==> src/rtl/pkt_rx_fifo_pkg.sv <==
package pkt_rx_fifo_pkg;

  // Status carried alongside every stored byte.
  typedef struct packed {
    logic fStart;
    logic fEnd;
    logic fAbort;
    logic fErr;
  } pktStat_t;

  // Strobes from control to datapath.
  typedef struct packed {
    logic push;      // store incoming byte
    logic pop;       // return oldest byte
    logic markLast;  // close newest byte with end + abort
    logic readMiss;  // read while empty
  } fifoStrb_t;

endpackage

==> src/rtl/pkt_rx_fifo_dpath.sv <==
module pkt_rx_fifo_dpath
  import pkt_rx_fifo_pkg::*;
#(
  parameter int DEPTH  = 256,
  parameter int DATA_W = 8
) (
  input  logic                      clk,
  input  logic                      rstN,
  input  fifoStrb_t                 strb,
  input  logic [DATA_W-1:0]         wrData,
  input  pktStat_t                  wrStat,
  output logic [$clog2(DEPTH):0]    count,
  output logic [DATA_W-1:0]         rdData,
  output pktStat_t                  rdStat,
  output logic                      rdValid,
  output logic                      rdInvalid
);

  localparam int ADDR_W = $clog2(DEPTH);
  localparam int CNT_W  = ADDR_W + 1;
  localparam logic [CNT_W-1:0] DEPTH_C = CNT_W'(DEPTH);

  logic [DATA_W-1:0] dataMem [DEPTH];
  pktStat_t          statMem [DEPTH];
  logic [ADDR_W-1:0] wrPtr, rdPtr, lastIdx;

  assign lastIdx = wrPtr - 1'b1;

  // Storage: byte and status written together; abort mark edits newest entry.
  always_ff @(posedge clk) begin
    if (strb.push) begin
      dataMem[wrPtr] <= wrData;
      statMem[wrPtr] <= wrStat;
    end else if (strb.markLast) begin
      statMem[lastIdx].fEnd   <= 1'b1;
      statMem[lastIdx].fAbort <= 1'b1;
    end
  end

  // Pointers and fill count.
  always_ff @(posedge clk) begin
    if (!rstN) begin
      wrPtr <= '0;
      rdPtr <= '0;
      count <= '0;
    end else begin
      if (strb.push) wrPtr <= wrPtr + 1'b1;
      if (strb.pop)  rdPtr <= rdPtr + 1'b1;
      case ({strb.push, strb.pop})
        2'b10:   count <= count + 1'b1;
        2'b01:   count <= count - 1'b1;
        default: count <= count;
      endcase
    end
  end

  // Read port registers.
  always_ff @(posedge clk) begin
    if (!rstN) begin
      rdData    <= '0;
      rdStat    <= '0;
      rdValid   <= 1'b0;
      rdInvalid <= 1'b0;
    end else begin
      rdValid   <= strb.pop;
      rdInvalid <= strb.readMiss;
      if (strb.pop) begin
        rdData <= dataMem[rdPtr];
        rdStat <= statMem[rdPtr];
      end
    end
  end

  p_count_bound_r3: assert property (@(posedge clk) disable iff (!rstN)
    count <= DEPTH_C);

  p_push_grows_r3: assert property (@(posedge clk) disable iff (!rstN)
    strb.push && !strb.pop |=> count == $past(count) + 1'b1);

  p_pop_valid_r2: assert property (@(posedge clk) disable iff (!rstN)
    strb.pop |=> rdValid && !rdInvalid);

  p_miss_flag_r8: assert property (@(posedge clk) disable iff (!rstN)
    strb.readMiss |=> rdInvalid && !rdValid && count == $past(count));

  p_both_level_r10: assert property (@(posedge clk) disable iff (!rstN)
    strb.push && strb.pop |=> count == $past(count));

endmodule

==> src/rtl/pkt_rx_fifo_ctrl.sv <==
module pkt_rx_fifo_ctrl
  import pkt_rx_fifo_pkg::*;
#(
  parameter int DEPTH        = 256,
  parameter int RESTART_ROOM = 16
) (
  input  logic                    clk,
  input  logic                    rstN,
  input  logic                    wrValid,
  input  logic                    wrStart,
  input  logic                    wrEnd,
  input  logic                    rdReq,
  input  logic                    ovfClear,
  input  logic [$clog2(DEPTH):0]  count,
  output fifoStrb_t               strb,
  output logic                    overflowFlag
);

  localparam int CNT_W = $clog2(DEPTH) + 1;
  localparam logic [CNT_W-1:0] DEPTH_C = CNT_W'(DEPTH);
  localparam logic [CNT_W-1:0] ROOM_C  = CNT_W'(RESTART_ROOM);

  logic discarding, nextDisc;
  logic inPkt, nextInPkt;
  logic setOvf;
  logic fullNow, emptyNow, restartOk;
  logic [CNT_W-1:0] freeRoom;

  assign fullNow   = (count == DEPTH_C);
  assign emptyNow  = (count == '0);
  assign freeRoom  = DEPTH_C - count;
  assign restartOk = (freeRoom >= ROOM_C);

  always_comb begin
    strb          = '0;
    nextDisc      = discarding;
    nextInPkt     = inPkt;
    setOvf        = 1'b0;
    strb.pop      = rdReq && !emptyNow;
    strb.readMiss = rdReq && emptyNow;
    if (wrValid) begin
      if (fullNow) setOvf = 1'b1;
      if (discarding) begin
        if (wrStart && restartOk) begin
          strb.push = 1'b1;
          nextDisc  = 1'b0;
          nextInPkt = !wrEnd;
        end
      end else if (fullNow) begin
        nextDisc = 1'b1;
        if (inPkt) begin
          strb.markLast = 1'b1;
          nextInPkt     = 1'b0;
        end
      end else begin
        strb.push = 1'b1;
        nextInPkt = !wrEnd;
      end
    end
  end

  always_ff @(posedge clk) begin
    if (!rstN) begin
      discarding   <= 1'b0;
      inPkt        <= 1'b0;
      overflowFlag <= 1'b0;
    end else begin
      discarding <= nextDisc;
      inPkt      <= nextInPkt;
      if (setOvf)        overflowFlag <= 1'b1;
      else if (ovfClear) overflowFlag <= 1'b0;
    end
  end

  p_full_write_ovf_r5: assert property (@(posedge clk) disable iff (!rstN)
    wrValid && fullNow |=> overflowFlag);

  p_full_hold_r5: assert property (@(posedge clk) disable iff (!rstN)
    wrValid && fullNow && !rdReq |=> count == $past(count));

  p_discard_drop_r7: assert property (@(posedge clk) disable iff (!rstN)
    discarding && wrValid && !wrStart && !rdReq |=> count == $past(count));

  p_restart_r7: assert property (@(posedge clk) disable iff (!rstN)
    discarding && wrValid && wrStart && restartOk |=> !discarding);

  p_clear_r9: assert property (@(posedge clk) disable iff (!rstN)
    ovfClear && !(wrValid && fullNow) |=> !overflowFlag);

  p_sticky_r9: assert property (@(posedge clk) disable iff (!rstN)
    overflowFlag && !ovfClear |=> overflowFlag);

endmodule

==> src/rtl/pkt_rx_fifo.sv <==
module pkt_rx_fifo
  import pkt_rx_fifo_pkg::*;
#(
  parameter int DEPTH        = 256,
  parameter int DATA_W       = 8,
  parameter int RESTART_ROOM = 16
) (
  input  logic                    clk,
  input  logic                    rstN,
  input  logic                    wrValid,
  input  logic [DATA_W-1:0]       wrData,
  input  logic                    wrStart,
  input  logic                    wrEnd,
  input  logic                    wrAbort,
  input  logic                    wrErr,
  input  logic                    rdReq,
  output logic [DATA_W-1:0]       rdData,
  output logic                    rdStart,
  output logic                    rdEnd,
  output logic                    rdAbort,
  output logic                    rdErr,
  output logic                    rdValid,
  output logic                    rdInvalid,
  input  logic [$clog2(DEPTH):0]  availLevel,
  output logic [$clog2(DEPTH):0]  fillLevel,
  output logic                    isEmpty,
  output logic                    isAvail,
  output logic                    isFull,
  input  logic                    ovfClear,
  output logic                    overflowFlag
);

  localparam int CNT_W = $clog2(DEPTH) + 1;

  fifoStrb_t        strb;
  pktStat_t         wrStat, rdStat;
  logic [CNT_W-1:0] count;

  assign wrStat = '{fStart: wrStart, fEnd: wrEnd, fAbort: wrAbort, fErr: wrErr};

  pkt_rx_fifo_ctrl #(.DEPTH(DEPTH), .RESTART_ROOM(RESTART_ROOM)) u_ctrl (
    .clk(clk), .rstN(rstN), .wrValid(wrValid), .wrStart(wrStart), .wrEnd(wrEnd),
    .rdReq(rdReq), .ovfClear(ovfClear), .count(count), .strb(strb),
    .overflowFlag(overflowFlag)
  );

  pkt_rx_fifo_dpath #(.DEPTH(DEPTH), .DATA_W(DATA_W)) u_dpath (
    .clk(clk), .rstN(rstN), .strb(strb), .wrData(wrData), .wrStat(wrStat),
    .count(count), .rdData(rdData), .rdStat(rdStat), .rdValid(rdValid),
    .rdInvalid(rdInvalid)
  );

  assign rdStart   = rdStat.fStart;
  assign rdEnd     = rdStat.fEnd;
  assign rdAbort   = rdStat.fAbort;
  assign rdErr     = rdStat.fErr;
  assign fillLevel = count;
  assign isEmpty   = (count == '0);
  assign isFull    = (count == CNT_W'(DEPTH));
  assign isAvail   = (count >= availLevel);

  p_avail_r4: assert property (@(posedge clk) disable iff (!rstN)
    isAvail |-> !isEmpty || availLevel == '0);

endmodule

==> config.mk <==
export PLATFORM = sky130hd
export DESIGN_NAME = pkt_rx_fifo
export DESIGN_NICKNAME = d
export VERILOG_FILES = /design/src/rtl/pkt_rx_fifo_pkg.sv /design/src/rtl/pkt_rx_fifo_dpath.sv /design/src/rtl/pkt_rx_fifo_ctrl.sv /design/src/rtl/pkt_rx_fifo.sv
export SDC_FILE = /design/constraint.sdc
export NUM_CORES = 2
export LEC_CHECK = 0
export BUFFER_PORTS_ARGS = -buffer_cell sky130_fd_sc_hd__buf_2
export CAP_MARGIN = 20
export CORE_ASPECT_RATIO = 1.25
export CORE_UTILIZATION = 40
export CTS_CLUSTER_DIAMETER = 50
export DETAILED_ROUTE_END_ITERATION = 10
export GPL_TIMING_DRIVEN = 1
export HOLD_SLACK_MARGIN = 0.15
export PLACE_DENSITY = 0.52
export SLEW_MARGIN = 20
export SYNTH_ARGS = -nofsm -noshare
export SYNTH_HDL_FRONTEND = slang
export SYNTH_SLANG_ARGS = --single-unit
==> constraint.sdc <==
create_clock -name clk -period 8.29 [get_ports clk]
set_input_delay 0.4145 -clock clk [delete_from_list [all_inputs] [get_ports clk]]
set_output_delay 0.4145 -clock clk [all_outputs]
set_load 0.005 [all_outputs]
Yosys cells after proc, flatten, opt, wreduce, memory -nomap -nowiden
Memory sizes are Yosys's and may differ from the RTL's. A register that Yosys moved wholly into a read port is not among the register bits.
Cells that the tools add are included.
{"block": "word_totals", "memories": 2, "word_cells": 60, "ramBits": 3072, "ff_bits": 30, "out_inout_bits": 27, "in_bits": 26}
{"memory": "u_dpath.dataMem", "words": 256, "word_bits": 8, "read_ports": 1, "rd_clocked_by_memory_dff": 1, "write_ports": 1, "line": "pkt_rx_fifo_dpath.sv:23", "text": "logic [DATA_W-1:0] dataMem [DEPTH];"}
{"memory": "u_dpath.statMem", "words": 256, "word_bits": 4, "read_ports": 1, "rd_clocked_by_memory_dff": 1, "write_ports": 1, "line": "pkt_rx_fifo_dpath.sv:24", "text": "pktStat_t statMem [DEPTH];"}
{"block": "op_classes", "mux": 26, "n_reduce_logical": 12, "magnitude_cmp": 2, "n_eq_ne": 4, "add_sub_neg": 6}
{"operator": "2-to-1 mux 1 bit", "count": 22}
{"operator": "one-hot mux 9 bit (2 select lines)", "count": 1}
{"operator": "adder 8 x 1 -> 8 bit, second input constant", "count": 2}
{"operator": "adder 9 x 1 -> 9 bit, second input constant", "count": 1}
{"operator": "== test 9 bit, second input constant", "count": 1}
{"operator": "greater-or-equal comparator 9 x 5 -> 1 bit, second input constant", "count": 1}
{"operator": "greater-or-equal comparator 9 bit", "count": 1}
{"operator": "zero test 9 bit", "count": 1}
{"operator": "subtractor 9 x 1 -> 9 bit, second input constant", "count": 1}
{"operator": "subtractor 9 bit, first input constant", "count": 1}
{"operator": "2-to-1 mux 8 bit", "count": 1}
{"operator": "subtractor 8 x 1 -> 8 bit, second input constant", "count": 1}
{"operator": "zero test 1 bit", "count": 4}
{"operator": "2-to-1 mux 4 bit", "count": 1}
{"operator": "nonzero test 2 bit", "count": 2}
{"operator": "OR reduction 4 bit", "count": 1}
{"operator": "logical AND 1 bit", "count": 3}
{"operator": "== test 2 x 1 -> 1 bit, second input constant", "count": 1}
{"operator": "== test 2 bit, second input constant", "count": 1}
{"operator": "2-to-1 mux 2 bit", "count": 1}
{"operator": "!= test 2 bit, second input constant", "count": 1}
{"operator": "AND reduction 2 bit", "count": 1}

Logic depth before layout (Yosys ltp)
{"block": "logic_depth", "ltp_word": 10, "ltp_mapped": 22, "depth_no_buf": 18}

Hierarchy
From an unflattened synthesis, not the netlist that was laid out.
{"block": "hier_totals", "cells_unflattened": 6219, "hier_area_um2": 123574.8}
{"mod": "pkt_rx_fifo_dpath", "seq_area_each_um2": 93029.2, "n_inst": 1, "area_per_inst_um2": 123054.3, "cells_each": 6149}
{"mod": "pkt_rx_fifo_ctrl", "seq_area_each_um2": 60.1, "n_inst": 1, "area_per_inst_um2": 279.0, "cells_each": 33}
{"mod": "pkt_rx_fifo", "seq_area_each_um2": 0.0, "n_inst": 1, "area_per_inst_um2": 241.5, "cells_each": 37}

Worst setup path before layout
Ideal clock, no wire load.
{"block": "synth_path", "kind": "reg2reg", "startpoint": "reg u_dpath.count[5]", "endpoint": "mem u_dpath.statMem[0][1] (netlist name) (data pin)", "arrival_time_ns": 5.023, "stages_incl_launch_ff": 8, "period_less_slack_ns": 5.927, "required_time_ns": 7.386, "setup_slack_ns": 2.363, "setup_time_ns": 0.904, "n_path_buf": 2, "cell_sequence": "dfxtp_1 -> clkbuf_1 -> or4_1 -> nor2_1 -> ha_1 -> nand4b_1 -> clkbuf_1 -> nand2b_1"}
{"block": "synth_between", "elab_cells_between_ends": 16, "classes_between": "1 x add/sub; 1 x order compare; 1 x eq/ne; 11 x mux; 2 x reduce/logical"}
{"element": "start: declaration", "line": "pkt_rx_fifo_dpath.sv:12", "text": "output logic [$clog2(DEPTH):0] count,"}
{"element": "start signal: assignment", "line": "pkt_rx_fifo_dpath.sv:50", "text": "2'b10: count <= count + 1'b1;"}
{"element": "start signal: assignment", "line": "pkt_rx_fifo_dpath.sv:51", "text": "2'b01: count <= count - 1'b1;"}
{"element": "start signal: assignment", "line": "pkt_rx_fifo_dpath.sv:52", "text": "default: count <= count;"}
{"element": "== test 9 bit (*)"}
{"element": "via isFull", "line": "pkt_rx_fifo.sv:28", "text": "output logic isFull,"}
{"element": "2-to-1 mux 1 bit", "line": "pkt_rx_fifo_ctrl.sv:49", "text": "end else if (fullNow) begin"}
{"element": "2-to-1 mux 1 bit", "line": "pkt_rx_fifo_ctrl.sv:43", "text": "if (discarding) begin"}
{"element": "2-to-1 mux 1 bit", "line": "pkt_rx_fifo_ctrl.sv:41", "text": "if (wrValid) begin"}
{"element": "2-to-1 mux 1 bit", "line": "pkt_rx_fifo_dpath.sv:34", "text": "end else if (strb.markLast) begin"}
{"element": "2-to-1 mux 1 bit (*)", "line": "pkt_rx_fifo_dpath.sv:31", "text": "if (strb.push) begin"}
{"element": "2-to-1 mux 1 bit (implied by the code) (*)", "line": "pkt_rx_fifo_dpath.sv:35, pkt_rx_fifo_dpath.sv:36"}
{"element": "OR reduction 4 bit (no line) (*)"}
{"element": "2-to-1 mux 4 bit (no line) (*)"}
{"element": "end: declaration", "line": "pkt_rx_fifo_dpath.sv:24"}
Mark *: on every way through the listed nets, which the timed path passes. The rest lies on a longest branch. The select of a mux whose other input is x is not followed.

Worst setup path after layout
{"block": "layout_path", "startpoint": "reg u_dpath.count[1]", "endpoint": "mem u_dpath.statMem[127][0] (netlist name), enable pin"}
{"block": "layout_between", "elab_chain_len": 10, "elab_cells_between_ends": 19, "classes_between": "1 x add/sub; 1 x order compare; 1 x eq/ne; 14 x mux; 2 x reduce/logical"}
{"element": "subtractor 9 bit", "line": "pkt_rx_fifo_ctrl.sv:31", "text": "assign freeRoom = DEPTH_C - count;"}
{"element": "greater-or-equal comparator 9 x 5 -> 1 bit", "line": "pkt_rx_fifo_ctrl.sv:32", "text": "assign restartOk = (freeRoom >= ROOM_C);"}
{"element": "logical AND 1 bit", "line": "pkt_rx_fifo_ctrl.sv:44", "text": "if (wrStart && restartOk) begin"}
{"element": "2-to-1 mux 1 bit", "line": "pkt_rx_fifo_ctrl.sv:44"}
{"element": "2-to-1 mux 1 bit", "line": "pkt_rx_fifo_ctrl.sv:43"}
{"element": "2-to-1 mux 1 bit", "line": "pkt_rx_fifo_ctrl.sv:41"}
{"element": "2-to-1 mux 1 bit", "line": "pkt_rx_fifo_dpath.sv:31"}
{"element": "2-to-1 mux 1 bit (implied by the code)", "line": "pkt_rx_fifo_dpath.sv:35, pkt_rx_fifo_dpath.sv:36"}
{"element": "OR reduction 4 bit (no line)"}
{"element": "2-to-1 mux 8 bit (no line) / 2-to-1 mux 2 bit (equally long branches)"}
Several ways; a longest one is shown, not always the timed one.

==> summary.md <==
| Metric | Value |
|---|---|
| Post-synth top area cell | edfxtp_1 |
| Final setup viols | 0 |
| Worst setup path start | u_dpath.count[1] |
| Crit path arrival time | ~5.7 ns |
| Initial DRC count | 6,713 |
| Sequential share of the synthesized area | between 70 and 80% |
| Post-DRT Antenna Nets | 0 |
| Core box area | a little over 0.3 mm^2 |
| Pwr Density | between 200 and 300 mW/mm^2 |
| Synth warnings | 0 |
| Startpoint Class | flip-flop |
| Finished Layout Cells | between 10,000 and 15,000 |
| Worst Clk Skew | 0.04734 ns |
| Crit path time final | a little over 5 ns |
| Synth cell types | 71 |
| Post-Synthesis Cell Area | 0.1236 mm^2 |
| CTS Buf Count | around 330 |
| Worst-case clock buffer depth | 4 |
| Top cells by area, synth | edfxtp_1 75%, mux4_2 13%, nor2_1 2.5% |
| Syn nets | between 6,000 and 7,000 |
| DR pass1 iterations | 6 |
| First-pass GRT wire length | roughly 500,000 um |
| Final setup TNS | 0 ns |
| Syn avg cell area | between 15 and 20 um^2 |
| WL/cell | 32.87 um |
| Run status | completed |
| Overflow after GRT | 0 |
| I/O Buffers | 52 |
| Htree depth | 5 |
| Share of the clock period used by the worst path | about 62% |
| Worst setup path end | u_dpath.statMem[127][0] |
| DP Cell Count | around 10,000 |
| Post_cts resized | 0 |
| Gate Count Post-Synth | 6,319 |
| Fmax | 193.6 MHz |
| Nets@finish | 6,513 |
| Final WL | around 350,000 um |
| Largest net degree at the start of global routing | between 200 and 300 |
| Switch Pwr | between 9 and 10 mW |
| Vias | 62,611 |
| Clock Tree Root | clkbuf_16 |
| Worst r2r dst | u_dpath.statMem[127][0] |
| Vias in the first global route | 65,249 |
| Detail Placement HPWL | 208,200 um |
| Register-to-Register Setup Slack | roughly 3.1 ns |
| Layout area overhead | 12.65% |
| Fraction of power consumed by sequential logic | roughly 46% |
| Sink Count | slightly above 3,000 |
| Clock network power share | 38.2% |
| Remaining DRCs | 0 |
| Gate power share | roughly 15% |
| Pleak | 41.70 nW |
| Async set or reset register ratio after synthesis | 0% |
| Max-slew violations | 0 |
| Hold crit path type | in2reg |
| Maximum vdd ir drop | 0.0002144 V |
| Average vias per placed instance | just under 6 |
| CP required | 8.82 ns |
| Int Power | ~28 mW |
| Clk slew on worst S/H paths | around 0.070 ns |
| Post-synth EDFFs | 3,072 |
| Starting Density | between 40% and 50% |
| Die Wd | about 500 um |
| Slew @ Worst Pin | ~1.2 ns |
| TritonCTS clock tree | built |
| Top FF cell, synth | edfxtp_1 |
| Max Cap Violations | 0 |
| Tot GR Track Use | 22.56% |
| Top Ports | 53 |
| Worst skew pair latency | 0.90 ns |
| Die ar. | roughly 0.31 mm^2 |
| Crit path max fanout | 16 |
| Layout cells sized above 1 | between 20% and 30% |
| FP Rows | approximately 230 |
| Commonest non-fill, non-tap cell in the layout | edfxtp_1 |
| Switching share of total power | between 20% and 30% |
| RePlAce Congestion | slightly above 0.8 |
| Die Ht | approximately 620 um |
| WS Path Type | reg2reg |
| Postcts setup bufs | 0 |
| Antenna violations before repair | 17 |
| FF-to-FF path depth | 10 |
| FF-to-FF Start | u_dpath.count[1] |
| Max-slew headroom | between 15 and 20% |
| Final Hold Viols | 0 |
| Most frequent cells in the layout | 3,072 x edfxtp_1, 817 x nor2_1, 730 x mux4_2 |
| Yosys reg bits | approximately 3,100 |
| Synth top area share | about three quarters |
| CP endpoint kind | flip-flop |
| RSZ-0062 raised after global routing | no |
| Overall Power | ~38 mW |
==> final cells by class <==
type                       count  area [um^2]
sequential                  3114        93110
fill                       26119       167500
clock buffer                 401         8777
timing repair buffer         222         1912
inverter                      18        75.07
tap                         4007         5014
antenna                        6        15.01
clock inverter               188         1650
multi-input combinational   2783        28710
==> cell usage after synthesis, types with 16 or more instances <==
cell         n
nand3_1     88
mux2_2      16
o22ai_1     52
a221oi_1    50
a21oi_1     85
nor2b_1     39
a211oi_1    30
nand2b_1    16
buf_1       38
nand2_1    139
ha_1        20
clkbuf_1   180
o221ai_1    33
buf_4       50
xnor2_1     19
mux4_2     730
buf_2      113
a22oi_1     40
nor3_1      30
mux2i_1    276
o21ai_0     71
edfxtp_1  3072
buf_6       20
nor2_1     825
dfxtp_1     42
inv_1       16
and2_1      26
==> flip-flops by register name, summed over array words and instances, names as in the netlist <==
name                 count
u_ctrl.overflowFlag      1
u_dpath.rdPtr            8
u_dpath.rdInvalid        1
u_ctrl.inPkt             1
u_dpath.rdValid          1
u_ctrl.discarding        1
u_dpath.rdData           8
u_dpath.wrPtr            8
u_dpath.rdStat           4
u_dpath.dataMem       2048
u_dpath.count            9
u_dpath.statMem       1024
==> kinds of logic (layout without fill, tap and decap cells) <==
family | count (synthesis) | after routing | share of synthesized area, %
AND/OR/NAND/NOR | 1224 | 1224 | 4.166
adder cells (fa/ha/maj) | 20 | 20 | 0.2024
buffers and inverters | 422 | 829 | 1.696
multiplexers | 1022 | 1022 | 15.68
XOR/XNOR | 32 | 32 | 0.2267
AO/OA/AOI/OAI | 485 | 485 | 2.731
other | 0 | 6 | 0
flip-flops | 3114 | 3114 | 75.30
==> stage by stage <==
| step | utilization, % | worst slack [ns] | instance area [um^2] | hold WS, ns |
|---|---|---|---|---|
| 3_5_place_dp | 41.94 | 3.078 | 128600 | 0.4713 |
| 4_1_cts | 45.37 | 3.078 | 139200 | 0.1543 |
| 5_1_grt | 45.40 | 2.841 | 139300 | 0.1683 |
| 2_1_floorplan | - | 2.363 | 123600 | 0.4597 |
| 6_report | 45.40 | 3.126 | 139300 | 0.1583 |
| 3_3_place_gp | 41.91 | 2.843 | 128600 | 0.4660 |
==> power by group through the flow <==
| stage | Clock [mW] | Combinational, mW | Sequential [mW] |
|---|---|---|---|
| final | 14.4 | 5.82 | 17.5 |
| after global routing | 15.2 | 6.14 | 17.5 |
| after CTS | 14.7 | 5.91 | 17.5 |
| after detailed placement | 0 | 5.90 | 17.9 |
| after global placement | 0 | 5.86 | 17.9 |
| after floorplan | 0 | 4.04 | 17.8 |
==> routing by layer <==
metal / vias up / track usage (%) / wire length [um]
met5: - / 0 / 32
met4: 4 / 7.904 / 12730
met3: 515 / 3.134 / 19730
met2: 2090 / 38.62 / 179700
met1: 33931 / 29.38 / 140800
li1: 26071 / - / -
==> worst max-delay path, cell delays in order, from the launching register on <==
cell and delay, ns:
dfxtp_1 0.39, or4_1 0.60, nor2_1 0.19, ha_1 0.27, and4b_1 0.44, nand3_1 0.22
or3_1 0.43, xor2_1 0.19, nor2_2 0.70, nand3_1 0.74, nor2_1 0.65
==> worst min path at each step <==
stage | start | endpoint | slack (ns) | cells after the start
2_1_floorplan | u_dpath.rdData[3] | u_dpath.rdData[3] | 0.46 | 2
3_3_place_gp | u_ctrl.overflowFlag | u_ctrl.overflowFlag | 0.47 | 2
3_5_place_dp | u_ctrl.overflowFlag | u_ctrl.overflowFlag | 0.47 | 2
4_1_cts | wrData[1] | u_dpath.dataMem[149][1] | 0.15 | 1
5_1_grt | wrErr | u_dpath.statMem[235][0] | 0.17 | 3
6_report | wrErr | u_dpath.statMem[234][0] | 0.16 | 3
==> timing repair <==
action | in CTS | in global routing
hold buffers | 12 | 0
setup endpoints to repair | 0 | 0
hold endpoints to repair | 131 | 0
No activity file was read; power rests on OpenSTA's default activity.
